File: src/rtl/hbi_irq_pkg.sv
package hbi_irq_pkg;
   localparam int REG_W = 8;
   localparam int SEQ_W = 3;

   localparam int STAT_FLAG_BIT = 7;
   localparam int STAT_TC_BIT   = 4;

   localparam logic [REG_W-1:0] CAUSE_BUS_SVC = 8'h10;
   localparam logic [REG_W-1:0] CAUSE_BUS_RST = 8'h80;

   localparam logic [2:0]       PHASE_STATUS  = 3'd3;
   localparam logic [SEQ_W-1:0] SEQ_DONE      = 3'd4;

   typedef enum logic [1:0] {
      OP_BUS_RESET   = 2'd0,
      OP_SEL_DISABLE = 2'd1,
      OP_SEL_ENABLE  = 2'd2,
      OP_NONE        = 2'd3
   } ctl_op_e;
endpackage

File: src/rtl/hbi_defer_slot.sv
module hbi_defer_slot #(
   parameter int DATA_W = 8
) (
   input  logic              clk_i,
   input  logic              rst_i,
   input  logic              capture_i,
   input  logic [DATA_W-1:0] data_i,
   input  logic              release_i,
   output logic              pend_o,
   output logic [DATA_W-1:0] data_o
);
   logic              pend_q;
   logic [DATA_W-1:0] data_q;

   always_ff @(posedge clk_i) begin
      if (rst_i) begin
         pend_q <= 1'b0;
         data_q <= '0;
      end else begin
         if (capture_i) begin
            pend_q <= 1'b1;
            data_q <= data_i;
         end else if (release_i) begin
            pend_q <= 1'b0;
         end
      end
   end

   assign pend_o = pend_q;
   assign data_o = data_q;

   // a replay may only draw on a slot that actually holds a completion
   assert_release_needs_pend_R6: assert property (@(posedge clk_i) disable iff (rst_i)
      release_i |-> pend_q);
   assert_capture_parks_R5: assert property (@(posedge clk_i) disable iff (rst_i)
      capture_i |=> (pend_q && data_q == $past(data_i)));
endmodule

File: src/rtl/hbi_cnt_reg.sv
module hbi_cnt_reg #(
   parameter int CNT_W = 24
) (
   input  logic             clk_i,
   input  logic             rst_i,
   input  logic             load_i,
   input  logic [CNT_W-1:0] data_i,
   input  logic             clr_i,
   output logic [CNT_W-1:0] cnt_o
);
   logic [CNT_W-1:0] cnt_q;

   always_ff @(posedge clk_i) begin
      if (rst_i)       cnt_q <= '0;
      else if (clr_i)  cnt_q <= '0;
      else if (load_i) cnt_q <= data_i;
   end

   assign cnt_o = cnt_q;

   assert_clear_zeroes_R7: assert property (@(posedge clk_i) disable iff (rst_i)
      clr_i |=> (cnt_q == '0));
   assert_load_takes_R11: assert property (@(posedge clk_i) disable iff (rst_i)
      (load_i && !clr_i) |=> (cnt_q == $past(data_i)));
endmodule

File: src/rtl/hbi_irq_line.sv
module hbi_irq_line #(
   parameter bit ACTIVE_LOW = 1'b0
) (
   input  logic clk_i,
   input  logic rst_i,
   input  logic raise_i,
   input  logic drop_i,
   output logic level_o,
   output logic irq_o
);
   logic level_q;

   always_ff @(posedge clk_i) begin
      if (rst_i)        level_q <= 1'b0;
      else if (raise_i) level_q <= 1'b1;
      else if (drop_i)  level_q <= 1'b0;
   end

   assign level_o = level_q;

   generate
      if (ACTIVE_LOW) begin : g_pol_low
         assign irq_o = ~level_q;
      end else begin : g_pol_high
         assign irq_o = level_q;
      end
   endgenerate

   assert_raise_wins_R10: assert property (@(posedge clk_i) disable iff (rst_i)
      raise_i |=> level_q);
endmodule

File: src/rtl/hbi_irq_ctrl.sv
module hbi_irq_ctrl
   import hbi_irq_pkg::*;
#(
   parameter int         CNT_W        = 24,
   parameter int         RST_RPT_BIT  = 6,
   parameter logic [7:0] CFG1_RST_VAL = 8'h07,
   parameter bit         IRQ_ACTIVE_LOW = 1'b0
) (
   input  logic             clk_i,
   input  logic             rst_i,
   input  logic             rd_intr_i,
   input  logic             ev_valid_i,
   input  logic [7:0]       ev_cause_i,
   input  logic [2:0]       ev_seq_i,
   input  logic             cmd_valid_i,
   input  logic [1:0]       cmd_op_i,
   input  logic             cpl_valid_i,
   input  logic [7:0]       cpl_status_i,
   input  logic             cfg1_wr_i,
   input  logic [7:0]       cfg1_wdata_i,
   input  logic             cnt_wr_i,
   input  logic [CNT_W-1:0] cnt_wdata_i,
   output logic             irq_o,
   output logic [7:0]       intr_o,
   output logic [7:0]       stat_o,
   output logic [2:0]       seq_o,
   output logic [7:0]       cfg1_o,
   output logic [CNT_W-1:0] cnt_o,
   output logic [7:0]       cpl_status_o
);
   generate
      if (CNT_W < 1 || CNT_W > 32) begin : g_bad_cnt_w
         $error("hbi_irq_ctrl: CNT_W out of range");
      end
      if (RST_RPT_BIT < 0 || RST_RPT_BIT >= REG_W) begin : g_bad_rpt_bit
         $error("hbi_irq_ctrl: RST_RPT_BIT outside the configuration byte");
      end
   endgenerate

   logic [REG_W-1:0] intr_q, intr_n;
   logic [REG_W-1:0] stat_q, stat_n;
   logic [SEQ_W-1:0] seq_q,  seq_n;
   logic [REG_W-1:0] cfg1_q, sbyte_q, sbyte_n;

   logic raise, drop, rep_defer, rep_cpl, cap, cnt_clr;
   logic pend;
   logic [REG_W-1:0] pend_data;
   logic irq_lvl;

   always_comb begin
      intr_n    = intr_q;
      stat_n    = stat_q;
      seq_n     = seq_q;
      sbyte_n   = sbyte_q;
      raise     = 1'b0;
      drop      = 1'b0;
      cnt_clr   = 1'b0;

      if (cnt_wr_i) stat_n[STAT_TC_BIT] = 1'b0;

      if (rd_intr_i) begin
         intr_n                = '0;
         stat_n[STAT_TC_BIT]   = 1'b0;
         stat_n[STAT_FLAG_BIT] = 1'b0;
         seq_n                 = SEQ_DONE;
         drop                  = 1'b1;
      end

      if (cmd_valid_i) begin
         case (ctl_op_e'(cmd_op_i))
            OP_BUS_RESET: begin
               intr_n = CAUSE_BUS_RST;
               if (!cfg1_q[RST_RPT_BIT]) raise = 1'b1;
            end
            OP_SEL_DISABLE: begin
               intr_n = '0;
               raise  = 1'b1;
            end
            OP_SEL_ENABLE: intr_n = '0;
            default: ;
         endcase
      end

      if (ev_valid_i) begin
         intr_n = ev_cause_i;
         seq_n  = ev_seq_i;
         raise  = 1'b1;
      end

      if (raise) stat_n[STAT_FLAG_BIT] = 1'b1;

      rep_defer = rd_intr_i && pend && !stat_n[STAT_FLAG_BIT];
      rep_cpl   = cpl_valid_i && !stat_n[STAT_FLAG_BIT] && !rep_defer;
      cap       = cpl_valid_i && !rep_cpl;

      if (rep_defer || rep_cpl) begin
         stat_n                = '0;
         stat_n[2:0]           = PHASE_STATUS;
         stat_n[STAT_TC_BIT]   = 1'b1;
         stat_n[STAT_FLAG_BIT] = 1'b1;
         intr_n                = CAUSE_BUS_SVC;
         seq_n                 = '0;
         cnt_clr               = 1'b1;
         sbyte_n               = rep_defer ? pend_data : cpl_status_i;
         raise                 = 1'b1;
      end
   end

   always_ff @(posedge clk_i) begin
      if (rst_i) begin
         intr_q  <= '0;
         stat_q  <= '0;
         seq_q   <= '0;
         sbyte_q <= '0;
         cfg1_q  <= CFG1_RST_VAL;
      end else begin
         intr_q  <= intr_n;
         stat_q  <= stat_n;
         seq_q   <= seq_n;
         sbyte_q <= sbyte_n;
         if (cfg1_wr_i) cfg1_q <= cfg1_wdata_i;
      end
   end

   hbi_defer_slot #(.DATA_W(REG_W)) u_defer (
      .clk_i     (clk_i),
      .rst_i     (rst_i),
      .capture_i (cap),
      .data_i    (cpl_status_i),
      .release_i (rep_defer),
      .pend_o    (pend),
      .data_o    (pend_data)
   );

   hbi_cnt_reg #(.CNT_W(CNT_W)) u_cnt (
      .clk_i  (clk_i),
      .rst_i  (rst_i),
      .load_i (cnt_wr_i),
      .data_i (cnt_wdata_i),
      .clr_i  (cnt_clr),
      .cnt_o  (cnt_o)
   );

   hbi_irq_line #(.ACTIVE_LOW(IRQ_ACTIVE_LOW)) u_line (
      .clk_i   (clk_i),
      .rst_i   (rst_i),
      .raise_i (raise),
      .drop_i  (drop),
      .level_o (irq_lvl),
      .irq_o   (irq_o)
   );

   assign intr_o       = intr_q;
   assign stat_o       = stat_q;
   assign seq_o        = seq_q;
   assign cfg1_o       = cfg1_q;
   assign cpl_status_o = sbyte_q;

   // line flop and status flag live in different registers; they must agree
   assert_line_tracks_flag_R2: assert property (@(posedge clk_i) disable iff (rst_i)
      irq_lvl == stat_q[STAT_FLAG_BIT]);
   assert_flag_sticky_R3: assert property (@(posedge clk_i) disable iff (rst_i)
      (stat_q[STAT_FLAG_BIT] && !rd_intr_i) |=> stat_q[STAT_FLAG_BIT]);
   assert_read_clears_R4: assert property (@(posedge clk_i) disable iff (rst_i)
      (rd_intr_i && !ev_valid_i && !cmd_valid_i && !cpl_valid_i && !pend)
      |=> (intr_q == '0 && !stat_q[STAT_FLAG_BIT] && seq_q == SEQ_DONE));
   assert_hold_while_pending_R5: assert property (@(posedge clk_i) disable iff (rst_i)
      (stat_q[STAT_FLAG_BIT] && cpl_valid_i && !rd_intr_i && !ev_valid_i &&
       !cmd_valid_i && !cnt_wr_i)
      |=> ($stable(intr_q) && $stable(stat_q) && $stable(seq_q) && pend));
   assert_rpt_disable_R8: assert property (@(posedge clk_i) disable iff (rst_i)
      (cmd_valid_i && cmd_op_i == 2'd0 && cfg1_q[RST_RPT_BIT] &&
       !stat_q[STAT_FLAG_BIT] && !ev_valid_i && !cpl_valid_i && !rd_intr_i)
      |=> !stat_q[STAT_FLAG_BIT]);
   assert_read_raise_same_cycle_R10: assert property (@(posedge clk_i) disable iff (rst_i)
      (rd_intr_i && ev_valid_i && !cpl_valid_i && !pend)
      |=> (stat_q[STAT_FLAG_BIT] && intr_q == $past(ev_cause_i)));
endmodule

File: config.mk
export PLATFORM = sky130hd
export DESIGN_NAME = hbi_irq_ctrl
export DESIGN_NICKNAME = d
export VERILOG_FILES = /design/src/rtl/hbi_irq_pkg.sv /design/src/rtl/hbi_defer_slot.sv /design/src/rtl/hbi_cnt_reg.sv /design/src/rtl/hbi_irq_line.sv /design/src/rtl/hbi_irq_ctrl.sv
export SDC_FILE = /design/constraint.sdc
export NUM_CORES = 1
export LEC_CHECK = 0
export BUFFER_PORTS_ARGS = -buffer_cell sky130_fd_sc_hd__buf_4
export CORE_ASPECT_RATIO = 0.8
export CORE_MARGIN = 2
export CORE_UTILIZATION = 51
export DETAILED_ROUTE_END_ITERATION = 7
export GPL_TIMING_DRIVEN = 1
export PLACE_DENSITY = 0.95
export SLEW_MARGIN = 25
export SYNTH_ARGS = -nofsm -noshare
export SYNTH_HDL_FRONTEND = slang
export SYNTH_SLANG_ARGS = --single-unit
File: constraint.sdc
create_clock -name clk_i -period 2.5 [get_ports clk_i]
set_input_delay 0.125 -clock clk_i [delete_from_list [all_inputs] [get_ports clk_i]]
set_output_delay 0.125 -clock clk_i [all_outputs]
set_load 0.005 [all_outputs]
==> flow_summary.ini, run 1 <==
[outcome]
outcome = finished, final reports clean

[routing]
firstDrtPassIters = 4
drtAntennaViolNets = 0
drt_iter0_drc = 202
wl_mm = 7.40
wl_per_cell_um = 16.1
route.detailed.drc = 0
vias = 2669
vias_per_cell = 5.79

[synthesis]
synth.most_common_cell = dfxtp_1
synthArstFlopShare_pct = 0
syn_area_um2 = 2830
synth_ff_type = dfxtp_1
synthCells = 293
synth_warnings = 0
synthTopCellsByArea = dfxtp_1 (45%), mux2i_1 (11%), nor3_1 (5.8%)
syn_avg_cell_area_um2 = 9.67
ys_ff_latch = 64
ys_types = 38
synth_edf_count = 0
synth_top_area_share_pct = 45.2
synth_top_cells_by_count = dfxtp_1 (64), nor3_1 (33), mux2i_1 (32)
yosysSeqAreaShare_pct = 45.2
yosysTopAreaCell = dfxtp_1

[hold_path]
hold_depth = 3
worst_hold_path_type = input pin to flop

[finish]
drive_above_1_share_pct = 35.1
area_growth_pct = 35.8
fin_nets = 452
antenna_cells = 0
design_area_um2 = 3850
final_util_pct = 71.2

[setup_path]
crit_buf_inv = 0
crit_type = flop to flop
worst-path-stages = 3
critPathMaxFanout = 11
required_ns = 2.67
end_kind = flop
crit_family = compound AO/OA/AOI/OAI gates
worstPathCellList = nand2b_1 > a21oi_1 > o311ai_0
arrival_ns = 1.82
critPathMaxStageDelay_ns = 0.72
critPathLaunchType = flop
cpMaxStageDelayCell = a21oi_1
rr_worst_depth = 3

[clock_tree]
root_buffer = clkbuf_8
clk_pin_slew_ns = 0.07
ctsLongestPathBuffers = 2
cts.htree.levels = 3
post_cts_resized = 0
numClockSinks = 64
cts_tree = built
hold_buffers = 0
clkLatencyLatePin_ns = 0.33
post_cts_buffers = 0
cts_buffers = 9

[timing]
finalSetupViolCount = 0
hold_ws_ns = 0.0157
hold_viol = 0
tightest_slew_ns = 0.860
slew_headroom_pct = 42.7
period_needed_ns = 1.65
rsz0062_at_grt = no
fin_skew_ns = 0.00650
min_period_over_period_pct = 66.0
slew_violations = 0
fin_tns_setup_ns = 0
fmax_mhz = 606

[floorplan]
start_util_pct = 52.4
ios = 121
die_area_um2 = 6170
num_rows = 24
core-area_um2 = 5410
die_h_um = 70.7
die_x_um = 87.3

[power]
power_mw = 2.40
p_per_area_nw_per_um2 = 624
p_leak_nw = 1.66
ir_drop_v = 0.000368

[grt]
grt_pass1_wl_mm = 11.6
grt_use_total_pct = 23.6
grt_max_degree = 44
grt_antenna_before_repair = 0
first_global_vias = 2472
gr-total-overflow = 0

[placement]
hpwl_mm = 5.03
placed_area_um2 = 3650
port_buffers = 116
gp_congestion = 0.829

[flow_run]
max-cap-violations = 0
-- cells in the final DEF (no fill, tap or decap), drive strengths merged, types with 2 or more instances in the layout --
cell type  count
buf          119
dfxtp         64
nor3          33
mux2i         33
a32oi         14
nand2         13
inv           12
nor3b         11
clkbuf        11
nor2b         10
a41oi          9
o2111ai        8
o311ai         8
nor2           8
o32ai          8
a21oi          5
conb           4
clkinv         4
nand2b         3
a2111oi        2
-- metrics by stage --
stage | setup slack (ns) | cells
2_1_floorplan | 1.20 | 296
3_3_place_gp | 0.977 | 445
3_5_place_dp | 0.907 | 445
4_1_cts | 0.885 | 461
5_1_grt | 0.755 | 461
6_report | 0.849 | 461
-- tightest hold or removal path: cells and delay by family --
family	cells	cell delay, ns
muxes	1	0.06
and+or+nand+nor	1	0.06
buffers and inverters	1	0.08
-- sequential cells by signal (all words and copies together) (netlist names) --
register        cells
cfg1_o              8
cpl_status_o        8
intr_o              8
seq_o               3
stat_o              3
u_cnt.cnt_o        24
u_defer.data_o      8
u_defer.pend_o      1
u_line.irq_o        1
-- cell families (layout without fill, tap and decap cells) --
logic type / after synthesis / after routing / share of synthesized area [%]
AO/OA/AOI/OAI: 64 / 64 / 19.5
buffers and inverters: 48 / 148 / 7.64
flip-flops: 64 / 64 / 45.2
multiplexers: 34 / 34 / 12.2
other: 1 / 4 / 0.132
AND/OR/NAND/NOR: 82 / 82 / 15.3
-- path summary, 6_finish.rpt --
kind | from | end | slack, ns
setup / recovery | cfg1_o[6] | u_defer.data_o[6] | 0.85
hold / removal | cfg1_wdata_i[0] | cfg1_o[0] | 0.02
setup reg to reg | cfg1_o[6] | u_defer.data_o[6] | 0.85
hold reg to reg | cpl_status_o[2] | cpl_status_o[2] | 0.48
-- metal layers --
metal	wire, um	up-vias	share of wire, %	global-route usage [%]
met5	0	-	0	0
met4	110	0	1.5	6.32
met3	660	12	8.9	8.63
met2	3440	121	47	37.7
met1	3190	1239	43	30.4
li1	-	1297	-	-
-- area by class of cell --
| type | count | area, um2 |
|---|---|---|
| Fill cell | 419 | 1560 |
| Clock inverter | 5 | 56.3 |
| Timing Repair Buffer | 119 | 893 |
| Multi-Input combinational cell | 184 | 1350 |
| Sequential cell | 64 | 1280 |
| Tap cell | 65 | 81.3 |
| Clock buffer | 11 | 141 |
| Inverter | 13 | 48.8 |
-- power breakdown --
group | leakage [nW] | switching [mW] | internal [mW]
registers | 0.527 | 0.0383 | 1.09
logic | 1.04 | 0.191 | 0.206
clock network | 0.0993 | 0.394 | 0.486
total | 1.66 | 0.623 | 1.78
No activity file was read; power rests on OpenSTA's default activity.
==> run 2: changes to the inputs <==
- CORE_UTILIZATION: 51 -> 43
- PLACE_DENSITY: 0.95 -> 0.88
- clock period: 2.5 -> 1.41 ns (I/O delays scaled with it)
==> flow_summary.ini, run 2 (synthesized netlist as in run 1, its figures left out) <==
[floorplan]
die_area_um2 = 7260
num_rows = 26
die_x_um = 94.8
start_util_pct = 44.4
core-area_um2 = 6380
die_h_um = 76.6
ios = 121

[routing]
route.detailed.drc = 0
drtAntennaViolNets = 0
vias = 2762
vias_per_cell = 5.54
wl_mm = 7.61
wl_per_cell_um = 15.2
firstDrtPassIters = 5
drt_iter0_drc = 234

[power]
p_leak_nw = 1.76
ir_drop_v = 0.000646
p_per_area_nw_per_um2 = 1060

[placement]
hpwl_mm = 5.21
gp_congestion = 0.809
dp.cells = 473
placed_area_um2 = 3770
port_buffers = 116

[setup_path]
crit_type = flop to flop
crit_buf_inv = 1
critPathLaunchType = flop
critPathMaxStageDelay_ns = 0.38
cpMaxStageDelayCell = dfxtp_1
arrival_ns = 1.55
critPathMaxFanout = 30
crit_family = compound AO/OA/AOI/OAI gates
end_kind = flop
required_ns = 1.62
worstPathCellList = o21ai_4 > a221oi_4 > buf_12 > a2111oi_1

[clock_tree]
root_buffer = clkbuf_8
numClockSinks = 64
clkLatencyLatePin_ns = 0.33
cts.htree.levels = 3
cts_buffers = 9
clk_pin_slew_ns = 0.06
cts_tree = built
post_cts_buffers = 0
ctsLongestPathBuffers = 2

[finish]
final_common_cell = buf_4
layout_common_cells = buf_4 (125), dfxtp_1 (62), nor3_1 (33), mux2i_1 (32), a32oi_1 (14)
instances_no_fill = 499
design_area_um2 = 4100
area_growth_pct = 44.7
final_util_pct = 64.3
largest_reg_flops = 24
antenna_cells = 0
fin_nets = 471
drive_above_1_share_pct = 36.6

[timing]
period_needed_ns = 1.33
hold_viol = 0
fmax_mhz = 750
finalSetupViolCount = 0
fin_skew_ns = 0.00622
slew_violations = 0
min_period_over_period_pct = 94.5

[grt]
grt_use_total_pct = 21.4
first_global_vias = 2565
gr-total-overflow = 0
grt_max_degree = 75
grt_antenna_before_repair = 0
grt_pass1_wl_mm = 12.4

[flow_run]
max-cap-violations = 0

[hold_path]
worst_hold_path_type = input pin to flop

[outcome]
outcome = finished, final reports clean
==> run 2: cell count changes in the layout (fill, tap and decap cells not counted), sizes merged <==
| cell | before | now |
|---|---|---|
| clkbuf | 11 | 12 |
| buf | 119 | 128 |
| clkinv | 4 | 1 |
| clkinvlp | 1 | 3 |
| dlygate4sd3 | 0 | 10 |
==> run 2: worst reg2reg max path, cell delays in order (launching register included) <==
cell and delay (ns):
dfxtp_1 0.38, o21ai_4 0.20, a221oi_4 0.11, buf_12 0.18
a2111oi_1 0.36
==> run 2: per-layer routing <==
layer	up-vias	track usage, %	part of all wire (%)	wire, um
met1	1300	27.4	42	3220
met2	126	33.9	47	3610
met3	12	5.84	8.7	665
met4	0	8.84	1.5	111
li1	1324	-	-	-
met5	-	0	0	0
==> run 2: final cells by class <==
type                            count  area, um2
Inverter                           13       48.8
Tap cell                           84        105
Fill cell                         550       2280
Sequential cell                    64       1280
Clock inverter                      4       52.6
Timing Repair Buffer              138       1090
Clock buffer                       12        155
Multi-Input combinational cell    184       1370
==> run 2: power breakdown <==
part	total [mW]	leakage, nW	internal, mW	switching [mW]
combinational	0.772	1.13	0.419	0.353
sequential	2.00	0.527	1.93	0.0712
clock	1.59	0.0948	0.913	0.677
total	4.36	1.76	3.26	1.10
==> run 2: worst paths after layout <==
path / start / end / slack, ns / cells past startpoint
hold reg to reg: cpl_status_o[3] / cpl_status_o[3] / 0.48 / 2
setup / recovery: u_defer.pend_o / intr_o[7] / 0.08 / 4
hold / removal: ev_cause_i[7] / intr_o[7] / 0.007 / 3
setup reg to reg: u_defer.pend_o / intr_o[7] / 0.08 / 4
==> run 2: timing repair <==
item	CTS	global route
endpoints found under the setup margin	1	21
pin swaps	0	2
gates resized for setup	1	7
endpoints found under the hold margin	10	0
hold buffers	10	0
==> run 2: per-stage QoR <==
stage	hold slack, ns	setup slack, ns	total power, mW	TNS, ns
2_1_floorplan	0.199	0.110	2.40	0
3_3_place_gp	0.285	0.0987	2.74	0
3_5_place_dp	0.295	0.0193	2.77	0
4_1_cts	0.000841	0.00311	4.39	0
5_1_grt	0.00743	-0.00770	4.59	-0.00770
6_report	0.00703	0.0772	4.36	0
